$ cat src/rtl/sa_cell_pkg.sv
package sa_cell_pkg;
   typedef enum logic [2:0] {
      OP_HOLD = 3'd0,
      OP_ADD  = 3'd1,
      OP_SUB  = 3'd2,
      OP_MAC  = 3'd3,
      OP_MSB  = 3'd4
   } cell_op_e;

   function automatic cell_op_e decode_op(input logic [2:0] code);
      case (code)
         3'd1: return OP_ADD;
         3'd2: return OP_SUB;
         3'd3: return OP_MAC;
         3'd4: return OP_MSB;
         default: return OP_HOLD;
      endcase
   endfunction
endpackage

$ cat src/rtl/sa_cell_cfg.sv
module sa_cell_cfg
   import sa_cell_pkg::*;
#(
   parameter int DW = 16
) (
   input  logic          clk,
   input  logic          rst,
   input  logic          load,
   input  logic [2:0]    op_in,
   input  logic          use_const_in,
   input  logic [DW-1:0] coef_in,
   output cell_op_e      op_q,
   output logic          use_const_q,
   output logic [DW-1:0] coef_q
);
   always_ff @(posedge clk) begin
      if (rst) begin
         op_q        <= OP_HOLD;
         use_const_q <= 1'b0;
         coef_q      <= '0;
      end else if (load) begin
         op_q        <= decode_op(op_in);
         use_const_q <= use_const_in;
         coef_q      <= coef_in;
      end
   end
endmodule

$ cat src/rtl/sa_cell_alu.sv
module sa_cell_alu
   import sa_cell_pkg::*;
#(
   parameter int DW = 16,
   parameter int RW = 32
) (
   input  cell_op_e              op,
   input  logic signed [DW-1:0]  opa,
   input  logic signed [DW-1:0]  opb,
   input  logic signed [RW-1:0]  acc,
   input  logic signed [RW-1:0]  cur,
   output logic signed [RW-1:0]  nxt
);
   localparam int PW = 2 * DW;
   logic signed [PW-1:0] prod;
   logic signed [RW-1:0] prod_x, a_x, b_x;

   assign prod = opa * opb;

   generate
      if (RW >= PW) begin : g_wide
         assign prod_x = RW'(prod);
      end else begin : g_narrow
         assign prod_x = prod[RW-1:0];
      end
   endgenerate

   assign a_x = RW'(opa);
   assign b_x = RW'(opb);

   always_comb begin
      case (op)
         OP_ADD:  nxt = a_x + b_x;
         OP_SUB:  nxt = a_x - b_x;
         OP_MAC:  nxt = acc + prod_x;
         OP_MSB:  nxt = acc - prod_x;
         default: nxt = cur;
      endcase
   end
endmodule

$ cat src/rtl/sa_cell.sv
module sa_cell
   import sa_cell_pkg::*;
#(
   parameter int DW = 16,
   parameter int RW = 32
) (
   input  logic                 clk,
   input  logic                 rst,
   input  logic                 en,
   input  logic                 cfg_load,
   input  logic [2:0]           cfg_op,
   input  logic                 cfg_use_const,
   input  logic [DW-1:0]        cfg_coef,
   input  logic signed [DW-1:0] a,
   input  logic signed [DW-1:0] b,
   input  logic signed [RW-1:0] chain_in,
   output logic signed [RW-1:0] res
);
   initial begin
      if (DW < 2) $error("sa_cell: DW too small");
      if (RW <= DW) $error("sa_cell: RW must exceed DW");
   end

   cell_op_e             op_q;
   logic                 use_const_q;
   logic [DW-1:0]        coef_q;
   logic signed [DW-1:0] opb_sel;
   logic signed [RW-1:0] nxt;

   sa_cell_cfg #(.DW(DW)) u_cfg (
      .clk(clk), .rst(rst), .load(cfg_load),
      .op_in(cfg_op), .use_const_in(cfg_use_const), .coef_in(cfg_coef),
      .op_q(op_q), .use_const_q(use_const_q), .coef_q(coef_q)
   );

   assign opb_sel = use_const_q ? $signed(coef_q) : b;

   sa_cell_alu #(.DW(DW), .RW(RW)) u_alu (
      .op(op_q), .opa(a), .opb(opb_sel), .acc(chain_in), .cur(res), .nxt(nxt)
   );

   always_ff @(posedge clk) begin
      if (rst)     res <= '0;
      else if (en) res <= nxt;
   end
endmodule

$ cat config.mk
export PLATFORM = sky130hd
export DESIGN_NAME = sa_cell
export DESIGN_NICKNAME = d
export VERILOG_FILES = /design/src/rtl/sa_cell_pkg.sv /design/src/rtl/sa_cell_cfg.sv /design/src/rtl/sa_cell_alu.sv /design/src/rtl/sa_cell.sv
export SDC_FILE = /design/constraint.sdc
export NUM_CORES = 1
export LEC_CHECK = 0
export CORE_MARGIN = 10
export CORE_UTILIZATION = 55
export DETAILED_ROUTE_END_ITERATION = 10
export GPL_TIMING_DRIVEN = 0
export PLACE_DENSITY = 0.75
export SLEW_MARGIN = 30
export SYNTH_ARGS = -nofsm -noshare
export SYNTH_HDL_FRONTEND = slang
export SYNTH_HIERARCHICAL = 1
export SYNTH_SLANG_ARGS = --single-unit
export TNS_END_PERCENT = 1
$ cat constraint.sdc
create_clock -name clk -period 27.5 [get_ports clk]
set_input_delay 2.75 -clock clk [delete_from_list [all_inputs] [get_ports clk]]
set_output_delay 2.75 -clock clk [all_outputs]
set_load 0.02 [all_outputs]
* Yosys cells after proc, flatten, opt, wreduce, memory -nomap -nowiden
Cells that the tools add are included.
Cells by class: reductions and logical operators 2, $add $sub $neg 4, $mul 1, equal/unequal tests 8, muxes and demuxes 3
Operators with widths (count):
- $pmux W32 S4 | 1
- $add A32 B32 Y32 | 1
- $mul A16 B16 Y32 | 1
- $sub A32 B32 Y32 | 1
- $add A16 B16 Y17 | 1
- $sub A16 B16 Y17 | 1
- $mux W16 | 1
- $eq A3 B2 Y1 const B | 4
- $pmux W3 S4 | 1
- $eq A3 B1 Y1 const B | 2
- $eq A3 B3 Y1 const B | 2
- $reduce_bool A4 Y1 | 1
- $reduce_and A2 Y1 | 1
Storage, ports and cells: output and inout bits 32, logic and storage cells 22, flip-flop bits (word level) 52

* Longest topological paths before layout
Gate-level depths: netlist of run 1.
depth after elaboration 4, depth in mapped cells 40, mapped depth without buffers 37

* Hierarchy
The synthesis of run 1 kept the hierarchy.
Modules (own cells, without submodules):
- sa_cell_alu | instances 1, area each 14398.8 µm², cells each 1777, seq. area each 0.0 µm²
- sa_cell | instances 1, area each 1393.8 µm², cells each 121, seq. area each 640.6 µm²
- sa_cell_cfg | instances 1, area each 775.7 µm², cells each 68, seq. area each 400.4 µm²

* Worst setup path before layout of run 1
Ideal clock, no wire load.
path kind input-to-reg, start point in b[1], end point reg res[31], path buffers 1, setup slack 16.619 ns, arrival 10.766 ns, cell stages on the path 36, cell sequence mux2_2 -> clkbuf_1 -> nand2_1 -> fa_1 -> inv_1 -> fa_1 -> ha_1 -> fa_1 -> inv_1 -> fa_1 -> fa_1 -> inv_1 -> ha_1 -> o21a_1 -> o21a_2 -> o22ai_4 -> mux2i_1 -> o311a_1 -> or2_1 -> or3b_4 -> nor3_1 -> nor2_1 -> xnor2_1 -> ha_1 -> and2_1 -> nand3_1 -> nor2_1 -> nand3_1 -> o21a_1 -> o311a_1 -> o31ai_1 -> xnor2_1 -> o311ai_1 -> o211ai_1 -> mux2i_1 -> nor2_1
On the way: cells in the longest elaborated chain, start to end 4, elaborated cells between the ends (all ways) 7
Ends and longest elaborated chain:
- from (decl) | RTL line sa_cell.sv:15 | input logic signed [DW-1:0] b,
- $mux W16 (*) | RTL line sa_cell.sv:36 | assign opb_sel = use_const_q ? $signed(coef_q) : b;
- $mul A16 B16 Y32 | RTL line sa_cell_alu.sv:18 | assign prod = opa * opb;
- $sub A32 B32 Y32 / $add A32 B32 Y32 (equally long branches) | RTL line sa_cell_alu.sv:36, sa_cell_alu.sv:35
- $pmux W32 S4 (*) | RTL line sa_cell_alu.sv:32 | case (op)
- named net nxt[31] | RTL line sa_cell.sv:28 | logic signed [RW-1:0] nxt;
- to (signal assigned) | RTL line sa_cell.sv:44 | else if (en) res <= nxt;
- to (decl) | RTL line sa_cell.sv:17 | output logic signed [RW-1:0] res
Mark *: on every way through the listed nets, which the timed path passes. The rest lies on a longest branch. A chain may end at the register's enable or synchronous reset.

* Worst setup path after layout of run 1
start point in a[6], end point reg res[31]
On the way: cells in the longest elaborated chain, start to end 3, elaborated cells between the ends (all ways) 6
Ends and longest elaborated chain:
- from (decl) | RTL line sa_cell.sv:14 | input logic signed [DW-1:0] a,
- $mul A16 B16 Y32 | RTL line sa_cell_alu.sv:18
- $sub A32 B32 Y32 / $add A32 B32 Y32 (equally long branches) | RTL line sa_cell_alu.sv:36, sa_cell_alu.sv:35
- $pmux W32 S4 (*) | RTL line sa_cell_alu.sv:32
- named net nxt[31] | RTL line sa_cell.sv:28
Marked as above.

==> impl_metrics.tcl, run 1 <==
set metrics [dict create \
    slew-limit-headroom 0.350 \
    final_hold_viol_count 0 \
    grt_pass1_wl_mm 80.0 \
    crit_required_ns 27.69 \
    post_cts_resized 0 \
    postRouteAntennaNets 0 \
    routed_wl_mm 49.4 \
    setup_viol 0 \
    place_congestion 0.987 \
    wl_met2_mm 23.0 \
    post-route-period-util 0.455 \
    worst_pin_slew_ns 0.972 \
    yosys_warnings 6 \
    synth_edf_count 0 \
    layout-drive-gt1-share 0.0344 \
    clk_path_buf_depth 2 \
    status "complete, no violations" \
    synth_common_cells "360 x inv_1, 265 x fa_1, 172 x nand2_1" \
    ios 120 \
    cp_common_cell "fa_1" \
    cts_tree "built" \
    highest_layer "met4" \
    cp_data_arrival_time_ns 12.70 \
    synthAdderAreaFrac 0.431 \
    grt_pass1_vias 14900 \
    syn_nets 2466 \
    coreArea_um2 29700 \
    row_count 63 \
    hold_class "register to register" \
    portBuffers 117 \
    clockRootBuffer "clkbuf_16" \
    via_per_inst 5.78 \
    critical_path_class "input port to register" \
    critPathCaptureType "register" \
    synth_flop_cell "dfxtp_1" \
    htreeDepth 2 \
    nNetsFinal 2590 \
    cp_max_fo 10 \
    overflow 0 \
    met1Wirelength_mm 21.2 \
    fillers 2653 \
    rsz0062_at_grt "no" \
    synthSimpleGateAreaFrac 0.166 \
    cp_top_family "adder cells" \
    synth_cell_types 94 \
    slew_viol_final 0 \
    synth_mux_area_frac 0.0477 \
    dr.first_iter.drc_count 1141 \
    skew_ns 0.00958 \
    syn_inst 1966 \
    cp_slowest_stage_delay_ns 0.86 \
    cts_buffers 5 \
    yosysTopAreaCell "fa_1" \
    dr_wl_met3_mm 2.84 \
    die_area_um2 37500 \
    ys_ff_latch 52 \
    grtUsageTotal 0.263 \
    die_w_um 194 \
    synth_top_family_by_area "adder cells" \
    cp-start-kind "input port" \
    clk_latency_ns 0.32 \
    synth-compound-area-share 0.145 \
    yosysSeqAreaShare 0.0628 \
    dr.pass1.iters 6 \
    utilization 0.619 \
    crit_buf_inv 5 \
    syn_avg_cell_area_um2 8.43 \
    cap_violations 0 \
    syn_area_um2 16600 \
    dp_hpwl_mm 41.9 \
    async_reset_ff_frac 0 \
    cts-hold-fix-buffers 0 \
    insertedDiodeCount 0 \
    yosysMostFrequentCell "inv_1" \
    cts_setup_buffers 0 \
    synthTopCellsByArea "fa_1 32%, ha_1 11%, inv_1 8.2%" \
    vias 14400 \
    die_y_um 194 \
    wl_per_cell_um 19.9 \
    clk_pin_slew_ns 0.09 \
    synthXorXnorAreaFrac 0.0427 \
    finalCriticalPeriod_ns 12.52 \
    synthToLayoutAreaGrowth_pct 11.0 \
    grt_max_degree 17 \
    fmax_mhz 79.9 \
    clock_sinks 52 \
    tns_ns 0 \
    grt_antenna_before_repair 0 \
    synth_top_area_frac 0.320 \
    slowest_stage "clkdlybuf4s50_1" \
    initial_utilization 0.558 \
    drc 0 \
]
==> placed cells by master (no fill, tap or decap), types with 11 or more instances in the layout <==
cell type,count
a211oi_1,14
a21o_1,22
a21oi_1,98
a221oi_1,11
and2_1,103
clkbuf_1,59
clkdlybuf4s50_1,117
dfxtp_1,52
fa_1,265
ha_1,147
inv_1,360
mux2i_1,55
nand2_1,172
nand2b_1,12
nand3_1,18
nor2_1,154
nor2b_1,17
nor3_1,27
o211ai_1,12
o21a_1,14
o21ai_0,66
o21bai_1,12
or3_1,12
xnor2_1,49
xor2_1,30
==> area by class of cell <==
class / instances / area [µm²] / area share
plain buffers: 72 / 383 / 0.0208
clock buffers: 6 / 129 / 0.00701
clock inverters: 2 / 38.8 / 0.00211
inverters: 360 / 1350 / 0.0735
multi-input cells: 1482 / 13800 / 0.750
flip-flops and latches: 52 / 1040 / 0.0566
well taps: 390 / 488 / 0.0265
repair buffers: 117 / 1170 / 0.0637
==> logic make-up (layout without fill, tap and decap cells) <==
group,Yosys count,count (layout)
simple gates,563,563
buf+inv,432,557
fa+ha+maj,412,412
compound gates,354,354
xor+xnor,80,80
mux,73,73
flops,52,52
==> through the flow <==
stage,area [µm²],instances,setup slack [ns],hold WS (ns)
2_1_floorplan,16600,1966,16.62,0.454
3_3_place_gp,18200,2473,14.98,0.467
3_5_place_dp,18200,2473,14.84,0.474
4_1_cts,18400,2481,15.15,0.485
5_1_grt,18400,2481,14.43,0.511
6_report,18400,2481,14.98,0.486
==> metal layers <==
metal | vias up | track usage
li1 | 6644 | -
met1 | 7046 | 0.346
met2 | 544 | 0.429
met3 | 118 | 0.0306
met4 | 0 | 0.114
met5 | - | 0
==> sequential cells by signal (all words and copies together) (netlist names) <==
signal	flops
res	32
u_cfg/coef_q	16
u_cfg/op_q	3
u_cfg/use_const_q	1
==> worst register-to-register path, delay by kind of cell (launching register included) <==
| kind | cells | cell delay (ns) |
|---|---|---|
| flops | 1 | 0.33 |
| xor+xnor | 2 | 0.32 |
| simple gates | 10 | 1.96 |
| mux | 3 | 0.71 |
| buf+inv | 5 | 0.83 |
| compound gates | 9 | 2.35 |
| fa+ha+maj | 8 | 3.45 |
==> path summary, 6_finish.rpt <==
check,startpoint,to,slack [ns],cells after the start
worst max-delay path,a[6],res[31],14.98,36
worst min register to register,u_cfg/op_q[1],u_cfg/op_q[1],0.49,2
worst max register to register,u_cfg/use_const_q,res[31],17.42,37
worst min-delay path,u_cfg/op_q[1],u_cfg/op_q[1],0.49,2
Power of run 1 is not shown: default switching activity piles up to over one toggle a cycle in this logic, so the estimate is an artifact.
==> run 2: changes to the inputs <==
==> constraint.sdc (replaced) <==
create_clock -name clk -period 12.4 [get_ports clk]
set_input_delay 1.24 -clock clk [delete_from_list [all_inputs] [get_ports clk]]
set_output_delay 1.24 -clock clk [all_outputs]
set_load 0.02 [all_outputs]
==> results of run 2 <==
The final DEF is identical to that of run 1. Status: complete, no violations.
Among the figures that moved: setup slack after placement 14.84 ns -> 1.25 ns; setup slack after layout 14.98 ns -> 1.39 ns; register-to-register setup slack 17.42 ns -> 2.32 ns
Power of run 2 is left out for the same reason.
==> run 3: changes to the inputs <==
--- a/config.mk
+++ b/config.mk
@@ -5,7 +5,6 @@
 export SDC_FILE = /design/constraint.sdc
 export NUM_CORES = 1
 export LEC_CHECK = 0
-export CORE_MARGIN = 10
 export CORE_UTILIZATION = 55
 export DETAILED_ROUTE_END_ITERATION = 10
 export GPL_TIMING_DRIVEN = 0
==> impl_metrics.tcl, run 3 (same netlist as run 1, synthesis figures left out) <==
set metrics [dict create \
    tns_ns 0 \
    clockRootBuffer "clkbuf_16" \
    ff2ff_path_depth 36 \
    ios 120 \
    htreeDepth 2 \
    post-route-period-util 0.882 \
    dp_hpwl_mm 41.2 \
    place_congestion 0.979 \
    cp_data_arrival_time_ns 11.11 \
    hold_class "register to register" \
    coreArea_um2 29600 \
    reg2reg_from "u_cfg/use_const_q" \
    wl_per_cell_um 19.5 \
    setup_viol 0 \
    fmax_mhz 91.5 \
    portBuffers 117 \
    dr.pass1.iters 9 \
    hold_path_startpoint "u_cfg/op_q[1]" \
    worstHoldEndpoint "u_cfg/op_q[1]" \
    stdcell_count 2481 \
    die_y_um 176 \
    row_count 63 \
    violations "DRC" \
    nNetsFinal 2590 \
    min_path_cells 2 \
    finalHoldWorstSlack_ns 0.491 \
    cap_violations 0 \
    largest_reg_flops 32 \
    cp_max_fo 10 \
    overflow 0 \
    cp_top_family "adder cells" \
    status "complete, but fails checks" \
    grt_pass1_wl_mm 78.4 \
    cp_slowest_stage_delay_ns 0.81 \
    clock_sinks 52 \
    grtUsageTotal 0.328 \
    slew-limit-headroom 0.449 \
    rsz0062_at_grt "no" \
    die_area_um2 30800 \
    finalCriticalPeriod_ns 10.93 \
    slew_viol_final 0 \
    cts_tree "built" \
    post_cts_resized 0 \
    slowest_stage "clkdlybuf4s50_1" \
    critical_path_class "input port to register" \
    postRouteAntennaNets 0 \
    final_hold_viol_count 0 \
    regMostFlops "res" \
    drc 2 \
    fillers 2673 \
    routed_wl_mm 48.4 \
    dr.first_iter.drc_count 1212 \
    cts-hold-fix-buffers 0 \
    initial_utilization 0.559 \
    final_cell_mix "360 x inv_1, 265 x fa_1, 172 x nand2_1" \
    critPathCaptureType "register" \
    r2r_end "res[31]" \
    rrSetupSlack_ns 2.39 \
    grt_antenna_before_repair 1 \
    grt_max_degree 17 \
    insertedDiodeCount 0 \
    skew_ns 0.00946 \
    cts_buffers 5 \
    vias 14300 \
    reg.largest.list "res: 32 flops, u_cfg/coef_q: 16 flops, u_cfg/op_q: 3 flops" \
    clk_latency_ns 0.32 \
    layout_commonest_cell "inv_1" \
    via_per_inst 5.78 \
    cts_setup_buffers 0 \
    cp_common_cell "fa_1" \
    place_inst 2473 \
    clk_pin_slew_ns 0.07 \
    clk_path_buf_depth 2 \
    crit_required_ns 12.58 \
    die_w_um 176 \
    layout-drive-gt1-share 0.0349 \
    grt_pass1_vias 14900 \
    worst_pin_slew_ns 0.816 \
    crit_buf_inv 5 \
    cp-start-kind "input port" \
    synthToLayoutAreaGrowth_pct 11.0 \
]
[run 3: cell counts in the layout (fill, tap and decap cells not counted)]
Identical to the previous run, type by type.
[run 3: through the flow]
step,area [µm²],worst slack (ns),utilization
finish,18400,1.47,0.621
global route,18400,1.08,0.621
CTS,18400,1.63,0.621
detailed placement,18200,1.32,0.615
global placement,18200,1.46,0.615
floorplan,16600,3.03,-
[run 3: cell type report]
class	count	area [µm²]	share of cell area
Timing Repair Buffer	117	1170	0.0637
Buffer	72	383	0.0208
Inverter	360	1350	0.0734
Sequential cell	52	1040	0.0566
Clock buffer	6	129	0.00700
Tap cell	390	488	0.0265
Multi-Input combinational cell	1482	13800	0.750
Clock inverter	2	38.8	0.00211
[run 3: worst register-to-register path: cells and delay by family (launching register included)]
family,cells,cell delay (ns)
adders and majority gates,8,3.78
and+or+nand+nor,10,1.95
AOI/OAI and AO/OA,7,1.83
buffers and inverters,6,0.93
muxes,2,0.57
xor gates and xnor gates,3,0.49
DFF,1,0.32
[run 3: routing by layer]
| layer | part of all wire | up-vias | track usage |
|---|---|---|---|
| met5 | 0 | - | 0 |
| met4 | 0.045 | 0 | 0.141 |
| li1 | - | 6630 | - |
| met3 | 0.072 | 97 | 0.0528 |
| met1 | 0.42 | 7031 | 0.424 |
| met2 | 0.47 | 571 | 0.545 |
[run 3: worst max-delay path by stage]
stage	start	endpoint	depth (start not counted)
2_1_floorplan	b[1]	res[31]	36
3_3_place_gp	a[11]	res[31]	35
3_5_place_dp	a[7]	res[31]	36
4_1_cts	a[7]	res[31]	36
5_1_grt	a[7]	res[31]	36
6_report	a[7]	res[31]	36
Power of run 3 is left out for the same reason.
